[src/rtl/errloc_pkg.sv]
package errloc_pkg;
    localparam int SECTOR_BYTES  = 512;
    localparam int ECC8_BYTES    = 14;
    localparam int ECC16_BYTES   = 26;
    localparam int MAX_ECC_BYTES = ECC16_BYTES;
    localparam int LOC_W         = 13;
    localparam int CNT_W         = 5;
    localparam int POS_W         = $clog2(SECTOR_BYTES + MAX_ECC_BYTES);

    typedef enum logic { SCH_BCH8 = 1'b0, SCH_BCH16 = 1'b1 } scheme_e;
    typedef enum logic { RGN_DATA = 1'b0, RGN_ECC = 1'b1 } region_e;
    typedef enum logic { ST_IDLE = 1'b0, ST_RUN = 1'b1 } state_e;

    typedef struct packed {
        region_e          region;
        logic [POS_W-1:0] offset;
        logic [7:0]       mask;
    } fix_cmd_t;

    // ECC bytes that the sector check must inspect for a scheme
    function automatic int scan_bytes(scheme_e s);
        return (s == SCH_BCH16) ? ECC16_BYTES : ECC8_BYTES;
    endfunction

    // codeword length in bytes; the 8-bit scheme drops its reserved byte
    function automatic int code_limit(scheme_e s);
        return (s == SCH_BCH16) ? SECTOR_BYTES + ECC16_BYTES
                                : SECTOR_BYTES + ECC8_BYTES - 1;
    endfunction
endpackage

[src/rtl/errloc_scan.sv]
module errloc_scan
    import errloc_pkg::*;
#(
    parameter int NBYTES = MAX_ECC_BYTES
) (
    input  scheme_e             scheme_i,
    input  logic [8*NBYTES-1:0] calc_i,
    input  logic [8*NBYTES-1:0] stored_i,
    output logic                clean_o,
    output logic                erased_o
);
    localparam int CW = $clog2(NBYTES + 1);

    logic [CW-1:0]     live_bytes;
    logic [NBYTES-1:0] zero_ok;
    logic [NBYTES-1:0] ff_ok;

    assign live_bytes = CW'(scan_bytes(scheme_i));

    for (genvar i = 0; i < NBYTES; i++) begin : g_byte
        assign zero_ok[i] = (CW'(i) >= live_bytes) || (calc_i[8*i +: 8] == 8'h00);
        assign ff_ok[i]   = (CW'(i) >= live_bytes) || (stored_i[8*i +: 8] == 8'hFF);
    end

    assign clean_o  = &zero_ok;
    assign erased_o = &ff_ok;
endmodule

[src/rtl/errloc_decode.sv]
module errloc_decode
    import errloc_pkg::*;
#(
    parameter int LW = LOC_W,
    parameter int PW = POS_W
) (
    input  scheme_e          scheme_i,
    input  logic [LW-1:0]    loc_i,
    output logic             ok_o,
    output fix_cmd_t         cmd_o
);
    localparam int WIDE = (LW - 3 > PW + 1) ? LW - 3 : PW + 1;

    logic [WIDE-1:0] limit;
    logic [WIDE-1:0] idx;
    logic [WIDE-1:0] pos;
    logic            in_data;

    always_comb begin
        limit   = WIDE'(code_limit(scheme_i));
        idx     = WIDE'(loc_i[LW-1:3]);
        ok_o    = idx < limit;
        pos     = limit - idx - WIDE'(1);
        in_data = pos < WIDE'(SECTOR_BYTES);
        cmd_o.region = in_data ? RGN_DATA : RGN_ECC;
        cmd_o.offset = in_data ? PW'(pos) : PW'(pos - WIDE'(SECTOR_BYTES));
        cmd_o.mask   = 8'd1 << loc_i[2:0];
    end
endmodule

[src/rtl/errloc_seq.sv]
module errloc_seq
    import errloc_pkg::*;
#(
    parameter int CW = CNT_W
) (
    input  logic          clk,
    input  logic          rst,
    input  logic          start_i,
    input  scheme_e       scheme_i,
    input  logic [CW-1:0] count_i,
    input  logic          skip_i,
    input  logic          loc_valid_i,
    input  logic          dec_ok_i,
    input  fix_cmd_t      dec_cmd_i,
    output scheme_e       scheme_o,
    output logic          ready_o,
    output logic          cmd_valid_o,
    output fix_cmd_t      cmd_o,
    output logic          done_o,
    output logic [CW-1:0] done_count_o,
    output logic          done_fail_o
);
    state_e        state;
    scheme_e       scheme_q;
    logic [CW-1:0] remain;
    logic [CW-1:0] fixed;
    logic          failed;
    logic          accept;

    assign ready_o  = (state == ST_RUN);
    assign accept   = loc_valid_i && ready_o;
    assign scheme_o = scheme_q;

    always_ff @(posedge clk) begin
        if (rst) begin
            state        <= ST_IDLE;
            scheme_q     <= SCH_BCH8;
            remain       <= '0;
            fixed        <= '0;
            failed       <= 1'b0;
            cmd_valid_o  <= 1'b0;
            cmd_o        <= '0;
            done_o       <= 1'b0;
            done_count_o <= '0;
            done_fail_o  <= 1'b0;
        end else begin
            cmd_valid_o <= 1'b0;
            done_o      <= 1'b0;
            case (state)
                ST_IDLE: begin
                    if (start_i) begin
                        scheme_q <= scheme_i;
                        fixed    <= '0;
                        failed   <= 1'b0;
                        if (skip_i || count_i == '0) begin
                            done_o       <= 1'b1;
                            done_count_o <= '0;
                            done_fail_o  <= 1'b0;
                        end else begin
                            remain <= count_i;
                            state  <= ST_RUN;
                        end
                    end
                end
                ST_RUN: begin
                    if (accept) begin
                        if (dec_ok_i) begin
                            cmd_valid_o <= 1'b1;
                            cmd_o       <= dec_cmd_i;
                            fixed       <= fixed + CW'(1);
                        end else begin
                            failed <= 1'b1;
                        end
                        remain <= remain - CW'(1);
                        if (remain == CW'(1)) begin
                            done_o       <= 1'b1;
                            done_count_o <= fixed + CW'(dec_ok_i);
                            done_fail_o  <= failed || !dec_ok_i;
                            state        <= ST_IDLE;
                        end
                    end
                end
                default: state <= ST_IDLE;
            endcase
        end
    end

    p_cmd_needs_accept_r10: assert property (@(posedge clk) disable iff (rst)
        cmd_valid_o |-> $past(accept));

    p_done_has_cause_r11: assert property (@(posedge clk) disable iff (rst)
        done_o |-> ($past(accept) || $past(start_i && state == ST_IDLE)));

    p_count_bounded_r11: assert property (@(posedge clk) disable iff (rst)
        accept |-> (remain != '0));

    p_scheme_held_r12: assert property (@(posedge clk) disable iff (rst)
        (state == ST_RUN && $past(state == ST_RUN)) |-> $stable(scheme_q));
endmodule

[src/rtl/errloc_mapper.sv]
module errloc_mapper
    import errloc_pkg::*;
#(
    parameter int NBYTES = MAX_ECC_BYTES,
    parameter int LW     = LOC_W,
    parameter int CW     = CNT_W,
    parameter int PW     = POS_W
) (
    input  logic                clk,
    input  logic                rst,
    input  logic                start_i,
    input  logic                scheme_i,
    input  logic [CW-1:0]       err_count_i,
    input  logic [8*NBYTES-1:0] calc_ecc_i,
    input  logic [8*NBYTES-1:0] stored_ecc_i,
    input  logic                loc_valid_i,
    input  logic [LW-1:0]       loc_i,
    output logic                loc_ready_o,
    output logic                busy_o,
    output logic                cmd_valid_o,
    output logic                cmd_region_o,
    output logic [PW-1:0]       cmd_offset_o,
    output logic [7:0]          cmd_mask_o,
    output logic                done_o,
    output logic [CW-1:0]       done_count_o,
    output logic                done_fail_o
);
    scheme_e  start_scheme;
    scheme_e  run_scheme;
    logic     clean;
    logic     erased;
    logic     dec_ok;
    fix_cmd_t dec_cmd;
    fix_cmd_t cmd;

    assign start_scheme = scheme_e'(scheme_i);

    errloc_scan #(.NBYTES(NBYTES)) u_scan (
        .scheme_i (start_scheme),
        .calc_i   (calc_ecc_i),
        .stored_i (stored_ecc_i),
        .clean_o  (clean),
        .erased_o (erased)
    );

    errloc_decode #(.LW(LW), .PW(PW)) u_decode (
        .scheme_i (run_scheme),
        .loc_i    (loc_i),
        .ok_o     (dec_ok),
        .cmd_o    (dec_cmd)
    );

    errloc_seq #(.CW(CW)) u_seq (
        .clk          (clk),
        .rst          (rst),
        .start_i      (start_i),
        .scheme_i     (start_scheme),
        .count_i      (err_count_i),
        .skip_i       (clean || erased),
        .loc_valid_i  (loc_valid_i),
        .dec_ok_i     (dec_ok),
        .dec_cmd_i    (dec_cmd),
        .scheme_o     (run_scheme),
        .ready_o      (loc_ready_o),
        .cmd_valid_o  (cmd_valid_o),
        .cmd_o        (cmd),
        .done_o       (done_o),
        .done_count_o (done_count_o),
        .done_fail_o  (done_fail_o)
    );

    assign busy_o       = loc_ready_o;
    assign cmd_region_o = cmd.region;
    assign cmd_offset_o = cmd.offset;
    assign cmd_mask_o   = cmd.mask;

    p_mask_onehot_r9: assert property (@(posedge clk) disable iff (rst)
        cmd_valid_o |-> $onehot(cmd_mask_o));

    p_data_offset_range_r6: assert property (@(posedge clk) disable iff (rst)
        (cmd_valid_o && cmd_region_o == RGN_DATA) |-> (int'(cmd_offset_o) < SECTOR_BYTES));

    p_ecc_offset_range_r7: assert property (@(posedge clk) disable iff (rst)
        (cmd_valid_o && cmd_region_o == RGN_ECC)
            |-> (int'(cmd_offset_o) < code_limit(run_scheme) - SECTOR_BYTES));

    p_skip_no_ready_r2: assert property (@(posedge clk) disable iff (rst)
        (done_o && done_count_o == '0 && !done_fail_o && $past(!loc_ready_o)) |-> !loc_ready_o);
endmodule

[config.mk]
export PLATFORM = sky130hd
export DESIGN_NAME = errloc_mapper
export DESIGN_NICKNAME = d
export VERILOG_FILES = /design/src/rtl/errloc_pkg.sv /design/src/rtl/errloc_scan.sv /design/src/rtl/errloc_decode.sv /design/src/rtl/errloc_seq.sv /design/src/rtl/errloc_mapper.sv
export SDC_FILE = /design/constraint.sdc
export NUM_CORES = 1
export LEC_CHECK = 0
export ABC_AREA = 1
export ABC_CLOCK_PERIOD_IN_PS = 2400
export CORE_AREA = 2 2 181 183
export CTS_CLUSTER_SIZE = 20
export DETAILED_ROUTE_END_ITERATION = 10
export DIE_AREA = 0 0 183 185
export PLACE_DENSITY = 0.45
export SYNTH_ARGS = -nofsm -noshare
export SYNTH_HDL_FRONTEND = slang
export SYNTH_HIERARCHICAL = 1
export SYNTH_SLANG_ARGS = --single-unit
[constraint.sdc]
create_clock -name clk -period 2.4 [get_ports clk]
set_clock_uncertainty 0.2 [all_clocks]
set_input_delay 0.48 -clock clk [delete_from_list [all_inputs] [get_ports clk]]
set_output_delay 0.48 -clock clk [all_outputs]
set_load 0.01 [all_outputs]
==> flow_summary.yaml, run 1 <==
run_status:
  status: "finished clean"
worst_hold_path:
  hp-class: "flip-flop to flip-flop"
  min_to: "u_seq/failed$_SDFFE_PP0P_"
  min_from: "u_seq/failed$_SDFFE_PP0P_"
  worstHoldPathCells: 2
power_and_ir_drop:
  leakage_nw: 6.085
  powerDensity_nw_per_um2: 268.5
  peakVddDrop_uv: 276.1
final_layout:
  nets: 1679
  drive_gt1_share_pct: 13.13
  post-route-util_pct: 32.58
  fillCellCount: 3444
  syn_to_final_growth_pct: 168.1
worst_setup_path:
  cp.arrival_ns: 2.33
  cp_max_fo: 5
  worst_setup_path_end_kind: "flip-flop"
  path_buf_inv: 3
  cpLargestDelayFamily: "simple AND/OR/NAND/NOR gates"
  startpoint_type: "primary input"
  rr_worst_depth: 14
  slowest_delay_ns: 0.46
  crit_chain: "clkdlybuf4s50_1 -> nand4_1 -> nor2_1 -> nand2_1 -> nor2_2 -> nand2_1 -> a21oi_2 -> inv_1 -> nand2_2 -> inv_2 -> nand2_4 -> nand2_4 -> nand3_2 -> nand2_1 -> nor2_1"
  cpMostUsedCell: "nand2_1"
  critical_path.slowest_cell: "clkdlybuf4s50_1"
  cp.required_ns: 2.42
  ff2ff_setup_slack_ns: 0.17
  regToRegEndpoint: "u_seq/done_count_o[4]$_SDFFE_PP0P_"
  critPathKind: "primary input to flip-flop"
  r2r-start: "u_seq/scheme_o$_SDFFE_PP0P_"
die:
  die_y_um: 185
  start_util_pct: 12.15
  core-area_um2: 32040
  die_x_um: 183
  boundaryPins: 468
  rows: 66
  die-area_um2: 33860
timing:
  period_share_pct: 96.07
  hold_ws_ns: 0.2837
  worst_slew_pin_slew_ns: 0.5448
  rsz0062_at_grt: "yes"
  setup_slack_ns: 0.09437
  slew_violations: 0
  max_freq_mhz: 433.7
  hold_viol_final: 0
  relSlewSlack_pct: 63.59
  setup_viol: 0
  setup-tns-final_ns: 0
  min_period_ns: 2.306
grt:
  grt_pass1_wl_mm: 35.05
  grt_use_total_pct: 13.53
  antenna_found_initial: 2
  grt_overflow: 0
  grt_pass1_vias: 6449
  grt_max_degree: 30
clock_tree:
  clk_pin_slew_worst_paths_ns: 0.06
  clk-insertion-delay-late_ns: 0.28
  cts_root_buffer: "clkbuf_16"
  cts.sinks: 40
  numCtsBuffers: 5
  ctsHoldBuffers: 0
  cts.path.max_buffers: 2
  cts_tree: "yes"
  htree_levels: 2
synth:
  synth_area_um2: 3894
  synth-seq-area-share_pct: 20.57
  yosys-top-cells-area: "nor2_1, dfxtp_1, nand2_1"
  synth-main-ff-cell: "dfxtp_1"
  synth_top_area_share_pct: 23.33
  yosysUniqueCellTypes: 35
  syn_inst: 728
  syn_avg_cell_area_um2: 5.349
  ys_ff_latch: 40
  ys_warn_count: 6
  postSynth.asyncResetShare_pct: 0
  yosys.area.top_type: "nor2_1"
  synth_nets: 1181
  synth_edf_count: 0
route:
  via_per_inst: 3.864
  dr.pass1.iters: 4
  drc: 0
  ant_nets: 0
  finalWirelength_mm: 25.10
  vias: 6318
  drt_iter0_drc: 200
  avgRoutedWirePerCell_um: 15.35
place:
  port_buffers: 467
  pre_cts_slack_ns: -0.6746
  routabilityCongestion: 0.8335
  hpwl_mm: 21.64
job:
  cap_violations: 0
-- stage by stage --
| stage | cell area, µm² | std cells | power [mW] |
|---|---|---|---|
| 6_report | 10440 | 1635 | 2.803 |
| 4_1_cts | 9620 | 1635 | 2.863 |
| 2_1_floorplan | 3931 | 728 | 1.069 |
| 3_3_place_gp | 9318 | 1626 | 1.971 |
| 5_1_grt | 10440 | 1635 | 2.987 |
| 3_5_place_dp | 9318 | 1626 | 1.979 |
-- area by class of cell --
| type | count | area (µm²) | area share (%) |
|---|---|---|---|
| clock buffers | 5 | 125.1 | 1.198 |
| multi-input cells | 615 | 3166 | 30.32 |
| well taps | 408 | 510.5 | 4.890 |
| flip-flops and latches | 40 | 802.0 | 7.682 |
| clock inverters | 2 | 60.06 | 0.5753 |
| inverters | 60 | 227.7 | 2.181 |
| repair buffers | 504 | 5547 | 53.13 |
| diodes | 1 | 2.502 | 0.02397 |
-- Yosys cell counts (3+ instances only) --
cell type and instances:
nand4_1 37, nand2_1 206, o21ai_1 7, a21oi_1 16
nor3_1 9, buf_4 3, inv_1 55, xor2_1 3
inv_2 5, o21ai_0 25, buf_2 8, nor2_2 9
ha_1 13, dfxtp_1 40, nand3_1 26, nor2_1 242
-- what timing repair did --
action | CTS | global route
pin swaps | 31 | 266
setup buffers | 1 | 0
cloned | 1 | 0
gates resized for setup | 54 | 308
endpoints found under the setup margin | 38 | 36
-- sequential cells by signal (all words and copies together), names as in the netlist --
| name | cells |
|---|---|
| u_seq/scheme_o | 1 |
| u_seq/done_fail_o | 1 |
| u_seq/cmd_o | 19 |
| u_seq/remain | 5 |
| u_seq/done_count_o | 5 |
| u_seq/ready_o | 1 |
| u_seq/cmd_valid_o | 1 |
| u_seq/done_o | 1 |
| u_seq/failed | 1 |
| u_seq/fixed | 5 |
-- worst max-delay path by stage --
stage	start	end	depth (start not counted)
global placement	calc_ecc_i[145]	u_seq/done_count_o[4]$_SDFFE_PP0P_	16
CTS	loc_i[4]	u_seq/done_count_o[4]$_SDFFE_PP0P_	14
floorplan	loc_i[5]	u_seq/done_count_o[4]$_SDFFE_PP0P_	15
global route	u_seq/scheme_o$_SDFFE_PP0P_	u_seq/done_count_o[4]$_SDFFE_PP0P_	14
finish	stored_ecc_i[173]	u_seq/done_count_o[2]$_SDFFE_PP0P_	15
detailed placement	calc_ecc_i[108]	u_seq/done_fail_o$_SDFFE_PP0P_	17
-- report_power, final --
group          total [mW]  switching (mW)  internal, mW
combinational        1.23           0.443         0.785
clock               0.858           0.268         0.590
sequential          0.718          0.0216         0.696
-- worst reg2reg max path, delay by kind of cell (launching register included) --
| kind | cells | cell delay, ns |
|---|---|---|
| adders and majority gates | 3 | 0.57 |
| AOI/OAI and AO/OA | 4 | 0.56 |
| and+or+nand+nor | 6 | 0.39 |
| DFF | 1 | 0.35 |
| buffers and inverters | 1 | 0.06 |
-- kinds of logic (layout without fill, tap and decap cells) --
logic type	count (synthesis)	in the layout	share of synthesized area (%)
simple gates	543	544	58.35
buf+inv	74	571	8.066
compound gates	53	53	7.230
flops	40	40	20.57
fa+ha+maj	14	14	4.692
xor+xnor	4	4	1.093
other cells	0	1	0
-- per-layer routing --
metal / vias to the layer above / GRT usage [%] / part of all wire (%)
met5: - / 0 / 0
met4: 0 / 3.808 / 2.6
met3: 42 / 3.696 / 8.4
met2: 312 / 25.89 / 51
met1: 2663 / 14.48 / 38
li1: 3301 / - / -
-- placed cells by master (no fill, tap or decap), types with 2 or more instances in the layout --
| master | count |
|---|---|
| nor2_2 | 40 |
| nand4_1 | 37 |
| clkdlybuf4s50_1 | 214 |
| inv_2 | 12 |
| nand3_2 | 7 |
| o21ai_4 | 2 |
| o21ai_2 | 3 |
| nor2_4 | 6 |
| nor3_1 | 9 |
| a21oi_1 | 9 |
| dlygate4sd2_1 | 15 |
| nand2_2 | 17 |
| dfxtp_1 | 39 |
| dlymetal6s2s_1 | 236 |
| xor2_1 | 3 |
| a21oi_2 | 9 |
| nand3_1 | 19 |
| o21ai_0 | 23 |
| o21ai_1 | 4 |
| buf_4 | 32 |
| and2_1 | 3 |
| buf_6 | 4 |
| clkbuf_16 | 5 |
| bufinv_16 | 2 |
| nor2_1 | 206 |
| inv_1 | 47 |
| ha_1 | 8 |
| nand2_4 | 4 |
| ha_4 | 5 |
| nand2_8 | 2 |
| nand2_1 | 187 |
| nand3_4 | 3 |
No activity file was read; power rests on OpenSTA's default activity.
==> inputs of run 2 (changes only) <==
--- a/config.mk
+++ b/config.mk
@@ -11,6 +11,7 @@
 export CTS_CLUSTER_SIZE = 20
 export DETAILED_ROUTE_END_ITERATION = 10
 export DIE_AREA = 0 0 183 185
+export MAX_ROUTING_LAYER = met4
 export PLACE_DENSITY = 0.45
 export SYNTH_ARGS = -nofsm -noshare
 export SYNTH_HDL_FRONTEND = slang
==> flow_summary.yaml, run 2 (synthesized netlist as in run 1, its figures left out) <==
place:
  routabilityCongestion: 0.8463
  port_buffers: 467
  hpwl_mm: 21.64
  dp.cells: 1626
die:
  die-area_um2: 33860
  start_util_pct: 12.15
  rows: 66
  die_y_um: 185
  core-area_um2: 32040
  die_x_um: 183
  boundaryPins: 468
worst_setup_path:
  critPathKind: "primary input to flip-flop"
  cp_max_fo: 5
  cp.required_ns: 2.42
  startpoint_type: "primary input"
  crit_chain: "clkdlybuf4s50_1 -> nand4_1 -> nor2_1 -> nand2_1 -> nor2_2 -> nand2_1 -> a21oi_2 -> inv_1 -> nand2_2 -> inv_2 -> nand2_4 -> nand2_4 -> nand3_2 -> nand2_1 -> nor2_1"
  worst_setup_path_end_kind: "flip-flop"
  critical_path.slowest_cell: "clkdlybuf4s50_1"
  r2r-start: "u_seq/scheme_o$_SDFFE_PP0P_"
  slowest_delay_ns: 0.46
  cp.arrival_ns: 2.33
  cpMostUsedCell: "nand2_1"
  crit_start: "stored_ecc_i[173]"
grt:
  grt_pass1_wl_mm: 34.95
  grt_pass1_vias: 6461
  antenna_found_initial: 2
  grt_overflow: 0
  grt_max_degree: 30
  grt_use_total_pct: 13.92
route:
  via_per_inst: 3.852
  vias: 6298
  drt_iter0_drc: 239
  ant_nets: 0
  dr.pass1.iters: 4
  drc: 0
  finalWirelength_mm: 25.11
  avgRoutedWirePerCell_um: 15.36
final_layout:
  layout_common_cells: "dlymetal6s2s_1, clkdlybuf4s50_1, nor2_1"
  drive_gt1_share_pct: 13.13
  largest_reg_flops: 19
  fillCellCount: 3444
  nets: 1679
  top_register: "u_seq/cmd_o"
  final_common_cell: "dlymetal6s2s_1"
  seqCellArea_um2: 802.0
  multi_input_area_um2: 3166
  instances_no_fill: 1635
  post-route-util_pct: 32.58
  syn_to_final_growth_pct: 168.1
clock_tree:
  cts_root_buffer: "clkbuf_16"
  numCtsBuffers: 5
  clk-insertion-delay-late_ns: 0.28
  ctsHoldBuffers: 0
  cts_tree: "yes"
  cts.path.max_buffers: 2
  cts.sinks: 40
  clk_pin_slew_worst_paths_ns: 0.06
  htree_levels: 2
power_and_ir_drop:
  leakage_nw: 6.085
  powerDensity_nw_per_um2: 268.7
  total_power_mw: 2.805
  peakVddDrop_uv: 276.1
worst_hold_path:
  min_from: "u_seq/failed$_SDFFE_PP0P_"
  hp-class: "flip-flop to flip-flop"
timing:
  min_period_ns: 2.303
  max_freq_mhz: 434.2
  setup_viol: 0
  relSlewSlack_pct: 64.02
  hold_viol_final: 0
  worst_slew_pin_slew_ns: 0.5385
  setup-tns-final_ns: 0
  period_share_pct: 95.97
  slew_violations: 0
  hold_ws_ns: 0.2838
  rsz0062_at_grt: "yes"
job:
  cap_violations: 0
run_status:
  status: "finished clean"
-- run 2: final timing paths --
path	endpoint	slack (ns)	depth (start not counted)
setup / recovery	u_seq/done_count_o[2]$_SDFFE_PP0P_	0.1	15
hold / removal	u_seq/failed$_SDFFE_PP0P_	0.28	2
setup reg to reg	u_seq/done_count_o[4]$_SDFFE_PP0P_	0.17	14
hold reg to reg	u_seq/failed$_SDFFE_PP0P_	0.28	2
-- run 2: metrics by stage --
stage / area (µm²) / worst slack [ns]
global placement: 9318 / -0.6753
CTS: 9620 / 0.0002149
global route: 10440 / -0.008392
detailed placement: 9318 / -0.6746
finish: 10440 / 0.09676
floorplan: 3931 / 0.006181
-- run 2: area by class of cell --
class / count / area share (%)
Timing Repair Buffer: 504 / 53.13
Clock buffer: 5 / 1.198
Tap cell: 408 / 4.890
Inverter: 60 / 2.181
Multi-Input combinational cell: 615 / 30.32
Clock inverter: 2 / 0.5753
Sequential cell: 40 / 7.682
Antenna cell: 1 / 0.02397
-- run 2: layer usage --
layer	vias to the layer above	global-route usage [%]	share of wire (%)
met5	-	-	0
met4	0	3.808	2.5
met3	40	3.264	7.8
met2	295	25.91	51
met1	2662	14.72	39
li1	3301	-	-
-- run 2: what timing repair did --
item | CTS | global route
resized for setup | 54 | 308
cloned | 1 | 0
endpoints found under the hold margin | 0 | 0
buffers inserted | 1 | 0
endpoints found under the setup margin | 38 | 36
pin swaps | 31 | 266
-- run 2: power breakdown --
part | switching (mW) | leakage [nW] | total [mW] | internal, mW
Sequential | 0.0214 | 0.326 | 0.718 | 0.696
Clock | 0.268 | 0.0899 | 0.858 | 0.590
Combinational | 0.444 | 5.67 | 1.23 | 0.786
-- run 2: worst max-delay path, delay by kind of cell --
| kind | cells | cell delay (ns) |
|---|---|---|
| AO/OA/AOI/OAI | 1 | 0.13 |
| buffers and inverters | 3 | 0.57 |
| AND/OR/NAND/NOR | 11 | 1.13 |
